===== src/rtl/usbfs_tx_pkg.sv =====
package usbfs_tx_pkg;

  typedef enum logic [2:0] {
    ST_IDLE,
    ST_BODY,
    ST_SE0A,
    ST_SE0B,
    ST_JEND
  } tx_state_e;

endpackage


===== src/rtl/usbfs_tx_bitcount.sv =====
module usbfs_tx_bitcount #(
  parameter int TOKEN_CRC_AT  = 27,
  parameter int TOKEN_CRC_LEN = 5,
  parameter int DATA_CRC_LEN  = 16,
  parameter int TYPE_BIT      = 9
) (
  input  logic clk,
  input  logic rst_n,
  input  logic start_i,
  input  logic active_i,
  input  logic consume_i,
  input  logic raw_bit_i,
  input  logic finished_i,
  output logic crc_sel_o,
  output logic done_o
);

  localparam int TOKEN_END = TOKEN_CRC_AT + TOKEN_CRC_LEN;
  localparam int CNT_W     = $clog2(TOKEN_END + 1);
  localparam logic [CNT_W-1:0] CNT_MAX = '1;

  logic [CNT_W-1:0] cnt_q, cnt_d, cnt_eff;
  logic             is_data_q, is_data_d;
  logic             known_q, known_d;
  logic             fin_mode_q, fin_mode_d;
  logic             fin_q;
  logic             fin_rise;

  always_comb begin
    fin_rise = active_i && known_q && is_data_q && finished_i && !fin_q && !fin_mode_q;
    cnt_eff  = fin_rise ? '0 : cnt_q;

    if (!known_q)
      crc_sel_o = 1'b0;
    else if (is_data_q)
      crc_sel_o = fin_mode_q || fin_rise;
    else
      crc_sel_o = (cnt_eff >= CNT_W'(TOKEN_CRC_AT)) && (cnt_eff < CNT_W'(TOKEN_END));

    if (!known_q)
      done_o = 1'b0;
    else if (is_data_q)
      done_o = fin_mode_q && (cnt_q == CNT_W'(DATA_CRC_LEN));
    else
      done_o = (cnt_q == CNT_W'(TOKEN_END));

    cnt_d      = cnt_eff;
    is_data_d  = is_data_q;
    known_d    = known_q;
    fin_mode_d = fin_mode_q || fin_rise;
    if (consume_i) begin
      cnt_d = (cnt_eff == CNT_MAX) ? cnt_eff : cnt_eff + 1'b1;
      if (!known_q && cnt_eff == CNT_W'(TYPE_BIT)) begin
        is_data_d = raw_bit_i;
        known_d   = 1'b1;
      end
    end
    if (start_i) begin
      cnt_d      = '0;
      is_data_d  = 1'b0;
      known_d    = 1'b0;
      fin_mode_d = 1'b0;
    end
  end

  always_ff @(posedge clk or negedge rst_n) begin
    if (!rst_n) begin
      cnt_q      <= '0;
      is_data_q  <= 1'b0;
      known_q    <= 1'b0;
      fin_mode_q <= 1'b0;
      fin_q      <= 1'b0;
    end else begin
      cnt_q      <= cnt_d;
      is_data_q  <= is_data_d;
      known_q    <= known_d;
      fin_mode_q <= fin_mode_d;
      fin_q      <= finished_i;
    end
  end

  // a token never enters CRC-after-finish mode
  p_token_no_fin_r10: assert property (@(posedge clk) disable iff (!rst_n)
    (known_q && !is_data_q) |-> !fin_mode_q);

  // token count never runs past the end of its CRC field
  p_token_cap_r7: assert property (@(posedge clk) disable iff (!rst_n)
    (known_q && !is_data_q) |-> (cnt_q <= CNT_W'(TOKEN_END)));

  // data CRC count never runs past its length
  p_data_cap_r8: assert property (@(posedge clk) disable iff (!rst_n)
    fin_mode_q |-> (cnt_q <= CNT_W'(DATA_CRC_LEN)));

endmodule


===== src/rtl/usbfs_tx_stuffer.sv =====
module usbfs_tx_stuffer #(
  parameter int RUN = 6
) (
  input  logic clk,
  input  logic rst_n,
  input  logic start_i,
  input  logic active_i,
  input  logic consume_i,
  input  logic raw_bit_i,
  output logic stuff_o
);

  localparam int ONES_W = $clog2(RUN + 1);

  logic [ONES_W-1:0] ones_q, ones_d;

  always_comb begin
    stuff_o = active_i && (ones_q == ONES_W'(RUN));
    ones_d  = ones_q;
    if (start_i || stuff_o)
      ones_d = '0;
    else if (consume_i)
      ones_d = raw_bit_i ? ones_q + 1'b1 : '0;
  end

  always_ff @(posedge clk or negedge rst_n) begin
    if (!rst_n) ones_q <= '0;
    else        ones_q <= ones_d;
  end

  // run length never exceeds the stuffing limit
  p_run_limit_r4: assert property (@(posedge clk) disable iff (!rst_n)
    ones_q <= ONES_W'(RUN));

  // never two stuffed bits in a row
  p_single_stuff_r4: assert property (@(posedge clk) disable iff (!rst_n)
    stuff_o |=> !stuff_o);

endmodule


===== src/rtl/usbfs_tx_line.sv =====
module usbfs_tx_line
  import usbfs_tx_pkg::*;
(
  input  logic clk,
  input  logic rst_n,
  input  logic sop_i,
  input  logic stuff_i,
  input  logic done_i,
  input  logic raw_bit_i,
  output logic start_o,
  output logic active_o,
  output logic consume_o,
  output logic dat_o,
  output logic se0_o,
  output logic oe_o
);

  tx_state_e state_q, state_d;
  logic      nrzi_q, nrzi_d;
  logic      se0_q, se0_d;
  logic      oe_q, oe_d;
  logic      eop_go;

  always_comb begin
    start_o   = (state_q == ST_IDLE) && sop_i;
    active_o  = (state_q == ST_BODY);
    consume_o = active_o && !stuff_i && !done_i;
    eop_go    = active_o && done_i && !stuff_i;

    state_d = state_q;
    nrzi_d  = nrzi_q;
    unique case (state_q)
      ST_IDLE: if (sop_i) begin
        state_d = ST_BODY;
        nrzi_d  = 1'b1;
      end
      ST_BODY: begin
        if (stuff_i)        nrzi_d  = ~nrzi_q;
        else if (consume_o) nrzi_d  = raw_bit_i ? nrzi_q : ~nrzi_q;
        if (eop_go)         state_d = ST_SE0A;
      end
      ST_SE0A: state_d = ST_SE0B;
      ST_SE0B: begin
        state_d = ST_JEND;
        nrzi_d  = 1'b1;
      end
      ST_JEND: state_d = ST_IDLE;
      default: state_d = ST_IDLE;
    endcase

    oe_d  = (state_d != ST_IDLE);
    se0_d = (state_d == ST_SE0A) || (state_d == ST_SE0B);
  end

  always_ff @(posedge clk or negedge rst_n) begin
    if (!rst_n) begin
      state_q <= ST_IDLE;
      nrzi_q  <= 1'b1;
      se0_q   <= 1'b0;
      oe_q    <= 1'b0;
    end else begin
      state_q <= state_d;
      nrzi_q  <= nrzi_d;
      se0_q   <= se0_d;
      oe_q    <= oe_d;
    end
  end

  assign dat_o = nrzi_q;
  assign se0_o = se0_q;
  assign oe_o  = oe_q;

  // released line rests in J
  p_idle_j_r1: assert property (@(posedge clk) disable iff (!rst_n)
    !oe_o |-> (dat_o && !se0_o));

  // a stuffed zero always toggles the line
  p_stuff_toggle_r3: assert property (@(posedge clk) disable iff (!rst_n)
    (active_o && stuff_i) |=> (dat_o != $past(dat_o)));

  // SE0 lasts at least two bit times
  p_se0_two_r9: assert property (@(posedge clk) disable iff (!rst_n)
    $rose(se0_o) |=> se0_o);

  // two SE0 bits are followed by a driven J
  p_se0_then_j_r9: assert property (@(posedge clk) disable iff (!rst_n)
    (se0_o && $past(se0_o)) |=> (!se0_o && dat_o && oe_o));

endmodule


===== src/rtl/usbfs_tx_encoder.sv =====
module usbfs_tx_encoder #(
  parameter int TOKEN_CRC_AT  = 27,
  parameter int TOKEN_CRC_LEN = 5,
  parameter int DATA_CRC_LEN  = 16,
  parameter int TYPE_BIT      = 9,
  parameter int STUFF_RUN     = 6
) (
  input  logic clk,
  input  logic rst_n,
  input  logic sop_i,
  input  logic tx_bit_i,
  input  logic finished_i,
  input  logic crc_bit_i,
  output logic bit_req_o,
  output logic crc_shift_o,
  output logic oe_o,
  output logic dat_o,
  output logic se0_o
);

  logic start, active, consume, stuff, done, crc_sel, raw_bit;

  assign raw_bit     = crc_sel ? crc_bit_i : tx_bit_i;
  assign bit_req_o   = consume;
  assign crc_shift_o = consume && crc_sel;

  usbfs_tx_bitcount #(
    .TOKEN_CRC_AT (TOKEN_CRC_AT),
    .TOKEN_CRC_LEN(TOKEN_CRC_LEN),
    .DATA_CRC_LEN (DATA_CRC_LEN),
    .TYPE_BIT     (TYPE_BIT)
  ) u_count (
    .clk       (clk),
    .rst_n     (rst_n),
    .start_i   (start),
    .active_i  (active),
    .consume_i (consume),
    .raw_bit_i (raw_bit),
    .finished_i(finished_i),
    .crc_sel_o (crc_sel),
    .done_o    (done)
  );

  usbfs_tx_stuffer #(
    .RUN(STUFF_RUN)
  ) u_stuff (
    .clk      (clk),
    .rst_n    (rst_n),
    .start_i  (start),
    .active_i (active),
    .consume_i(consume),
    .raw_bit_i(raw_bit),
    .stuff_o  (stuff)
  );

  usbfs_tx_line u_line (
    .clk      (clk),
    .rst_n    (rst_n),
    .sop_i    (sop_i),
    .stuff_i  (stuff),
    .done_i   (done),
    .raw_bit_i(raw_bit),
    .start_o  (start),
    .active_o (active),
    .consume_o(consume),
    .dat_o    (dat_o),
    .se0_o    (se0_o),
    .oe_o     (oe_o)
  );

  // a CRC fetch is always also a stream consumption
  p_crc_is_bit_r4: assert property (@(posedge clk) disable iff (!rst_n)
    crc_shift_o |-> bit_req_o);

  // no stream bit is requested while the line is released
  p_req_needs_oe_r2: assert property (@(posedge clk) disable iff (!rst_n)
    bit_req_o |-> oe_o);

endmodule


===== config.mk =====
export PLATFORM = sky130hd
export DESIGN_NAME = usbfs_tx_encoder
export DESIGN_NICKNAME = d
export VERILOG_FILES = /design/src/rtl/usbfs_tx_pkg.sv /design/src/rtl/usbfs_tx_bitcount.sv /design/src/rtl/usbfs_tx_stuffer.sv /design/src/rtl/usbfs_tx_line.sv /design/src/rtl/usbfs_tx_encoder.sv
export SDC_FILE = /design/constraint.sdc
export NUM_CORES = 1
export LEC_CHECK = 0
export ABC_CLOCK_PERIOD_IN_PS = 3160
export BUFFER_PORTS_ARGS = -buffer_cell sky130_fd_sc_hd__buf_2
export CAP_MARGIN = 20
export CELL_PAD_IN_SITES_DETAIL_PLACEMENT = 0
export CELL_PAD_IN_SITES_GLOBAL_PLACEMENT = 1
export CORE_UTILIZATION = 44
export DETAILED_ROUTE_END_ITERATION = 16
export PLACE_DENSITY = 0.81
export SYNTH_ARGS = -nofsm -noshare
export SYNTH_HDL_FRONTEND = slang
export SYNTH_SLANG_ARGS = --single-unit

===== constraint.sdc =====
create_clock -name clk -period 3.16 [get_ports clk]
set_clock_uncertainty 0.1 [all_clocks]
set_input_delay 0 -clock clk [delete_from_list [all_inputs] [get_ports clk]]
set_output_delay 0 -clock clk [all_outputs]
set_load 0.05 [all_outputs]

==> metrics.txt, run 1 <==
status=completed; minimum clock period=2790 ps; CTS Buf Count=3; Util after Layout=52.8%; CTS H-tree depth=1; DRC viols=0; Worst-path clk slew=around 120 ps; Multi-input gate area=around 650 um2; GR peak layer=met2; GRT met3 Usage=approximately 2.6%; vias in the first global route=983; Post-Syn Area=1160 um2; Finish-stage setup viols=0; antenna violations before repair=0; pre-CTS WS=approximately 570 ps; CP Buf/Inv Count=1; max_cap viols=0; main area contributors after synthesis=dfrtp_1, nor2_1, ha_1; Max clock buf depth=2; PwrDens=about 900 nW/um2; unrepaired setup endpoints after global routing=no; CP Capture Type=output pin; crit path kind=flip-flop to output pin; Die X=53.5 um; LEAKAGE=0.566 nW; critical path, cell by cell=and4b_1, nand3_1, and2_1, ha_1, nor2_1, o31ai_1, nor2_1, nor2_1, buf_2; NumNets Final=~150; family with the most delay on the worst path=simple AND/OR/NAND/NOR gates; drt pass-1 iters=4; synth unique cells=44; CP most frequent cell=nor2_1; worst-path fanout max=8; Iter 0 DRT Violations=31; Yosys warning count=0; vias post-DR=988; global-route wire length before repair=4460 um; Final Slew Violations=0; count leader, synth=dfrtp_1; die height=53.5 um; Fill cells=231; Starting Density=a little under half; top cells by count, synth=dfrtp_1, nor2_1, nand2_1; Ports=11; hold_ws=between 15 and 20 ps; post-route ant nets=0; placed cells=160; Crit-path slowest cell=dfrtp_1; Syn Nets=131; overall power=1.22 mW; crit start category=flip-flop; postcts setup bufs=0; CTS root buf=clkbuf_4; hpwl dp=1930 um; Worst-Skew Late Latency=310 ps; Yosys top cell area share=38.7%; PnR worst setup slack=~370 ps; Clock Sinks=19; Routed WL=around 2600 um; Total GRT Usage=21.9%; ant diodes=0; Synth area leader=dfrtp_1; TNS Setup=0 ps; full die area=2860 um2; period utilization=approximately nine tenths; fin area=1320 um2; Worst VDD drop=0.460 mV; number of synthesized flops with an enable pin=0; Mean Syn Cell Area=9.63 um2; Max-slew headroom=between 60% and 70%; WP data arrival=2690 ps; required time of the critical path=3060 ps; GP Congestion=0.858; Worst Tran Pin Value=approximately 590 ps; Min-Delay Path Class=primary input to flip-flop; core area=2500 um2; Post-Synthesis Cells=121; row cnt=18; M2 GR Usage=34.8%; global route overflow=0; CTS tree=done; Max Clock Freq=0.358 GHz; DP Area=approximately 1300 um2; final hold violations=0; Seq/Total Area, Yosys=40.9%; routed len/inst=15.3 um; Post-synth ARST share=100%; M1 GR Usage=29.6%; register area=477 um2; Main synth FF type=dfrtp_1; post-synthesis register bit count=19; largest net degree at the start of global routing=20; Post-Layout Cell Count=168; Worst path max stage delay=480 ps; share of layout cells above drive strength 1=20.3%; via/cell ratio=5.88; P&R area growth vs syn=13.2%; PortBufs=10
==> flip-flops by register name, summed over array words and instances, names as in the netlist <==
signal,count
u_count.cnt_q,6
u_count.fin_mode_q,1
u_count.fin_q,1
u_count.is_data_q,1
u_count.known_q,1
u_line.dat_o,1
u_line.oe_o,1
u_line.se0_o,1
u_line.state_q,3
u_stuff.ones_q,3
==> final cells by class <==
| cell class | instances | share of cell area [%] |
|---|---|---|
| Sequential cell | 19 | 36.1 |
| Timing Repair Buffer | 16 | 7.97 |
| Multi-Input combinational cell | 93 | 49.2 |
| Inverter | 6 | 1.71 |
| Clock inverter | 1 | 0.380 |
| Tap cell | 30 | 2.85 |
| Clock buffer | 3 | 1.71 |
==> placed cells by master, fill, tap and decap left out, drive strengths merged, types with 3 or more instances in the layout <==
master / instances
o31ai: 4
nand2: 11
buf: 12
dlygate4sd3: 4
clkbuf: 3
nor2: 14
nor3: 4
a21oi: 7
and2: 4
ha: 4
and4b: 3
nor4: 3
dfrtp: 18
a211oi: 5
inv: 6
nand3: 6
==> worst paths after layout <==
path	start	endpoint	slack, ps	cells past startpoint
setup / recovery	u_count.is_data_q$_DFFE_PN0P_	crc_shift_o	370	9
min in group asynchronous	rst_n	u_line.oe_o$_DFF_PN0_	50	2
hold reg to reg	u_stuff.ones_q[0]$_DFFE_PN0P_	u_stuff.ones_q[0]$_DFFE_PN0P_	440	1
hold / removal	crc_bit_i	u_line.dat_o$_DFFE_PN1P_	20	4
max in group asynchronous	rst_n	u_line.dat_o$_DFFE_PN1P_	2590	2
setup reg to reg	u_count.is_data_q$_DFFE_PN0P_	u_stuff.ones_q[2]$_DFFE_PN0P_	520	9
==> report_power, final <==
part / switching, mW / internal [mW]
clock: 0.0809 / 0.0473
combinational: 0.369 / 0.249
sequential: 0.133 / 0.340
total: 0.584 / 0.636
==> kinds of logic after synthesis <==
kind of cell	share of synthesized area [%]
muxes	1.72
and+or+nand+nor	29.4
buffers and inverters	3.87
xor gates and xnor gates	1.50
adders and majority gates	4.30
AOI/OAI and AO/OA	18.3
DFF	40.9
==> timing repair <==
item | 4_1_cts | 5_1_grt
hold buffers | 4 | 0
resized for setup | 0 | 0
endpoints found under the hold margin | 22 | 0
==> metal layers <==
metal  up-vias  wire length, um
met5         -                0
met4         0               38
met3         5              103
met2        22             1200
met1       475             1220
li1        486                -
==> tightest hold or removal path, stage by stage <==
cell and delay, ps:
buf_2 120, o211ai_1 110, and2_1 130, a31oi_1 80
Note: power is estimated with default switching activity, not from simulation.
==> run 2, diff against run 1 <==
Settings changed: CORE_ASPECT_RATIO set to 1.4.
==> run 2 against run 1 <==
Final area increased by 3.5%; wire length increased by 5.1%; worst hold slack improved by 33 ps; sequential cell count stayed put; via count did not move; sequential share of layout area shrank 0.95 points; core utilization up 3.1 points; first-iteration DRC count unchanged; critical path depth is 1 higher; combinational power is 4.9% higher; sequential power hardly changed; critical endpoint is now u_line.dat_o$_DFFE_PN1P_.
==> metrics.txt, run 2 (synthesis results as in run 1) <==
status=completed; CTS root buf=clkbuf_4; Die X=45.5 um (-15%); pre-CTS WS=563 ps (-9.56 ps); drt pass-1 iters=4 (unchanged); Max Clock Freq=0.336 GHz (-6.1%); TNS Setup=0 ps (unchanged); core area=2440 um2 (-2.3%); M2 GR Usage=32.3% (-2.5 points); Worst-path clk slew=110 ps (about the same); final hold violations=0 (unchanged); PnR worst setup slack=188 ps (-180 ps); GR peak layer=met2; DRC viols=0 (unchanged); Worst-Skew Late Latency=300 ps (about the same); max_cap viols=0 (unchanged); NumNets Final=151 (+1.3%); Finish-stage setup viols=0 (unchanged); ant diodes=0 (unchanged); CTS H-tree depth=1 (unchanged); global-route wire length before repair=4440 um (-0.47%); Clock Sinks=19 (unchanged); r2r endpoint=u_line.dat_o$_DFFE_PN1P_; global route overflow=0 (unchanged); PwrDens=914 nW/um2 (-1.2%); Worst R2R Path Depth=10 (+1); Max clock buf depth=2 (unchanged); Largest Register=u_count.cnt_q; unrepaired setup endpoints after global routing=no; period utilization=94.0% (+5.7 points); routed len/inst=15.5 um (+1.5%); GP Congestion=0.841 (-1.9%); antenna violations before repair=0 (unchanged); R2R Setup Slk=190 ps (-330 ps); PortBufs=10 (unchanged); crit start category=flip-flop; GRT met3 Usage=2.89% (+0.30 points); vias in the first global route=985 (+0.20%); max reg flops=6 (unchanged); WP data arrival=3090 ps (+400 ps); M1 GR Usage=27.2% (-2.5 points); Starting Density=47.7% (+1.1 points); share of layout cells above drive strength 1=23.6% (+3.3 points); minimum clock period=2970 ps (+180 ps); CTS Buf Count=3 (unchanged); crit path kind=flip-flop to flip-flop; full die area=2860 um2 (about the same); worst-path fanout max=9 (+1); leading cell types in the layout, fill and taps excluded=dfrtp_1, nor2_1, nand2_1; CP Capture Type=flip-flop; via/cell ratio=5.68 (-3.4%); commonest non-fill, non-tap cell in the layout=dfrtp_1; Ports=11 (unchanged); Min-Delay Path Class=primary input to async pin; largest net degree at the start of global routing=20 (unchanged); Worst VDD drop=0.616 mV (+34%); row cnt=21 (+3); LEAKAGE=0.572 nW (+1.0%); Total GRT Usage=21.1% (-0.71 points); Worst Tran Pin Value=583 ps (-4.78 ps); vias post-DR=988 (unchanged); worst flop-to-flop path startpoint=u_line.state_q[2]$_DFF_PN0_; Routed WL=2700 um (+5.1%); Final Slew Violations=0 (unchanged); largest registers=u_count.cnt_q x6, u_line.state_q x3, u_stuff.ones_q x3; required time of the critical path=3280 ps (+220 ps); die height=62.9 um (+18%); post-route ant nets=0 (unchanged); hpwl dp=1910 um (-1.0%); Max-slew headroom=61.2% (+0.32 points); P&R area growth vs syn=17.2%; CTS tree=done; Iter 0 DRT Violations=31 (unchanged)
run 2: cell types whose count changed in the layout (fill, tap and decap cells not counted):
cell	before	now
nor3b_4	0	1
nor3b_2	1	0
nand3_2	0	1
ha_2	0	1
nand3_1	6	5
clkinv_2	1	0
dfrtp_2	0	3
dlygate4sd3_1	4	6
o31ai_1	3	2
ha_1	4	3
clkbuf_1	0	1
dfrtp_1	18	15
o31ai_2	1	2
run 2: report_power, final:
group	total, mW	internal (mW)	switching [mW]
logic	0.648	0.266	0.381
registers	0.476	0.342	0.134
clock network	0.124	0.0491	0.0750
total	1.25	0.657	0.591
run 2: layout make-up:
cell class              instances  area, um2
inverters                       6       22.5
multi-input cells              93        668
fillers                       217       1080
repair buffers                 18        125
well taps                      34       42.5
clock buffers                   4       26.3
flip-flops and latches         19        480
run 2: worst max path at each step:
stage                                   from                          to  slack (ps)  cells after the start
2_1_floorplan  u_count.is_data_q$_DFFE_PN0P_                 crc_shift_o         660                      8
3_3_place_gp     u_line.state_q[2]$_DFF_PN0_  u_count.cnt_q[2]$_DFF_PN0_         640                      9
3_5_place_dp     u_line.state_q[1]$_DFF_PN0_  u_count.cnt_q[2]$_DFF_PN0_         560                      9
4_1_cts        u_count.is_data_q$_DFFE_PN0P_    u_line.dat_o$_DFFE_PN1P_          70                     10
5_1_grt          u_line.state_q[2]$_DFF_PN0_    u_line.dat_o$_DFFE_PN1P_          20                     10
6_report         u_line.state_q[2]$_DFF_PN0_    u_line.dat_o$_DFFE_PN1P_         190                     10
run 2: timing repair:
action,in CTS,in global routing
endpoints found under the hold margin,22,0
gates resized for setup,0,7
hold buffers,6,0
setup endpoints to repair,0,1
buffers inserted,0,1
run 2: worst max-delay path: stages, from the launching register on:
cell and delay (ps):
dfrtp_2 490, nor3b_4 290, nand3_2 150, and2_1 220
ha_2 240, nor2_1 180, o31a_1 170, nand4_1 130
and2_1 200, dlygate4sd3_1 550, a31oi_1 190
run 2: routing by layer:
| metal | up-vias | part of all wire (%) | wire length, um |
|---|---|---|---|
| met5 | - | 0 | 0 |
| met4 | 0 | 1.6 | 44 |
| met2 | 23 | 51 | 1370 |
| met1 | 470 | 45 | 1200 |
| li1 | 491 | - | - |
| met3 | 4 | 2.9 | 78 |
run 2: through the flow:
step	instance area [um2]	hold WS [ps]	instances	utilization, %	power (mW)
after floorplan	1160	-396	121	-	0.940
after global placement	1250	-135	163	51.1	1.06
after detailed placement	1250	-133	163	51.1	1.08
after CTS	1340	57.0	173	54.6	1.23
after global routing	1370	90.4	174	55.9	1.35
final	1370	52.4	174	55.9	1.25
==> run 3, diff against run 2 <==
Settings changed: CORE_ASPECT_RATIO 1.4 to unset, CORE_MARGIN set to 2, HOLD_SLACK_MARGIN set to 0.1.
==> run 3 against run 2 <==
Global-route usage decreased by 2.2 points; critical path depth decreased by 1; core utilization decreased by 2.0 points; sequential power decreased by 0.8%; cell count decreased by 1.7%; wire length decreased by 3.4%; first-iteration DRC count decreased by 23%; maximum frequency increased by 3.6%; combinational power decreased by 4.3%; critical path type is now flip-flop to output pin; largest power group unchanged.
==> metrics.txt, run 3 (synthesis results as in run 1) <==
Multi-input gate area=649 um2 (-2.8%); global-route wire length before repair=4610 um (+3.7%); Crit-path slowest cell=dfrtp_1; commonest non-fill, non-tap cell in the layout=dfrtp_1; Min-Delay Path Class=primary input to flip-flop; Iter 0 DRT Violations=24 (-23%); Largest Register=u_count.cnt_q; minimum clock period=2870 ps (-104 ps); WP data arrival=2770 ps (-320 ps); GP Congestion=0.884 (+5.1%); register area=477 um2 (-0.78%); P&R area growth vs syn=15.7%; Worst-path clk slew=100 ps (about the same); postcts setup bufs=0 (unchanged); NumNets Final=152 (+0.66%); row cnt=18 (-14%); vias in the first global route=1005 (+2.0%); hpwl dp=1920 um (+0.80%); largest net degree at the start of global routing=19 (-5.0%); Die X=55.5 um (+22%); Routed WL=2610 um (-3.4%); CTS H-tree depth=1 (unchanged); PortBufs=10 (unchanged); Final Slew Violations=0 (unchanged); family with the most delay on the worst path=simple AND/OR/NAND/NOR gates; CTS root buf=clkbuf_4; Ports=11 (unchanged); crit path kind=flip-flop to output pin; antenna violations before repair=0 (unchanged); Max clock buf depth=2 (unchanged); final hold violations=0 (unchanged); CP most frequent cell=nor2_1; Worst path max stage delay=470 ps (-80 ps); largest registers=u_count.cnt_q x6, u_line.state_q x3, u_stuff.ones_q x3; max reg flops=6 (unchanged); PwrDens=904 nW/um2 (-1.2%); drt pass-1 iters=4 (unchanged); core area=2500 um2 (+2.3%); post-route ant nets=0 (unchanged); Finish-stage setup viols=0 (unchanged); LEAKAGE=0.576 nW (+0.69%); vias post-DR=1010 (+2.2%); ant diodes=0 (unchanged); Worst Tran Pin Value=822 ps (+239 ps); status=completed; CTS Buf Count=3 (unchanged); crit start category=flip-flop; CTS tree=done; TNS Setup=0 ps (unchanged); full die area=3080 um2 (+7.5%); worst-path fanout max=8 (-1); Worst-Skew Late Latency=310 ps (about the same); Clock Sinks=19 (unchanged); max_cap viols=0 (unchanged); Starting Density=46.6% (-1.1 points); Fill cells=245 (+13%); unrepaired setup endpoints after global routing=no; Worst VDD drop=0.423 mV (-31%); Max-slew headroom=45.0% (-16 points); period utilization=90.8% (-3.3 points); routed len/inst=15.2 um (-1.7%); leading cell types in the layout, fill and taps excluded=dfrtp_1, nor2_1, nand2_1; Max Clock Freq=0.349 GHz (+3.6%); overall power=1.22 mW (-2.4%); required time of the critical path=3060 ps (-220 ps); DRC viols=0 (unchanged); Total GRT Usage=18.9% (-2.2 points); CP Capture Type=output pin; share of layout cells above drive strength 1=19.1% (-4.4 points); die height=55.5 um (-12%); global route overflow=0 (unchanged); critical path, cell by cell=and4b_1, nand3_1, and2_1, ha_1, nor2_1, o31ai_1, nor2_1, nor2_1, buf_2; via/cell ratio=5.91 (+4.0%); CP Buf/Inv Count=1 (unchanged)
[run 3: cell count changes in the layout (fill, tap and decap cells not counted), sizes merged]
cell         change
dlygate4sd3      +1
[run 3: worst paths after layout]
| kind | startpoint | end | slack, ps | cells after the start |
|---|---|---|---|---|
| setup / recovery | u_count.is_data_q$_DFFE_PN0P_ | crc_shift_o | 290 | 9 |
| max in group asynchronous | rst_n | u_count.fin_q$_DFF_PN0_ | 1110 | 4 |
| min in group asynchronous | rst_n | u_line.dat_o$_DFFE_PN1P_ | 610 | 3 |
| hold reg to reg | u_stuff.ones_q[1]$_DFFE_PN0P_ | u_stuff.ones_q[1]$_DFFE_PN0P_ | 430 | 2 |
| setup reg to reg | u_count.is_data_q$_DFFE_PN0P_ | u_stuff.ones_q[0]$_DFFE_PN0P_ | 410 | 9 |
| hold / removal | finished_i | u_count.fin_q$_DFF_PN0_ | 260 | 2 |
[run 3: per-layer routing]
metal / up-vias / routed length (um) / track usage [%]
met5: - / 0 / 0
met4: 0 / 62 / 8.01
met3: 6 / 131 / 4.92
met2: 25 / 1200 / 29.6
met1: 490 / 1210 / 24.7
li1: 489 / - / -
[run 3: per-stage QoR]
stage / cells / setup WS, ps / area (um2) / utilization (%) / hold slack, ps
floorplan: 121 / 658 / 1160 / - / -396
global placement: 160 / 639 / 1250 / 50.1 / -138
detailed placement: 160 / 449 / 1250 / 50.1 / -135
CTS: 171 / 308 / 1350 / 53.9 / 256
global route: 171 / 57.1 / 1350 / 53.9 / 251
finish: 171 / 292 / 1350 / 53.9 / 262
[run 3: layout make-up]
cell class	count	share of cell area, %
clock buffers	4	1.95
flip-flops and latches	19	35.4
multi-input cells	93	48.2
repair buffers	19	10.0
inverters	6	1.67
well taps	30	2.79
[run 3: worst reg2reg max path, cell delays in order, from the launching register on]
cell and delay, ps:
dfrtp_1 470, and4b_1 250, nand3_1 170, and2_1 220
ha_1 300, nor2_1 100, o31ai_1 460, o21ai_1 140
and2_1 220, o31ai_1 230
[run 3: repair_timing]
item	CTS	global route
hold buffers	7	0
gates resized for setup	0	0
setup endpoints to repair	0	0
endpoints found under the hold margin	23	0
[run 3: power breakdown]
part	internal, mW	switching (mW)	total, mW	leakage [nW]
sequential	0.341	0.131	0.472	0.232
clock	0.0494	0.0768	0.126	0.0150
combinational	0.251	0.368	0.620	0.329
total	0.641	0.576	1.22	0.576
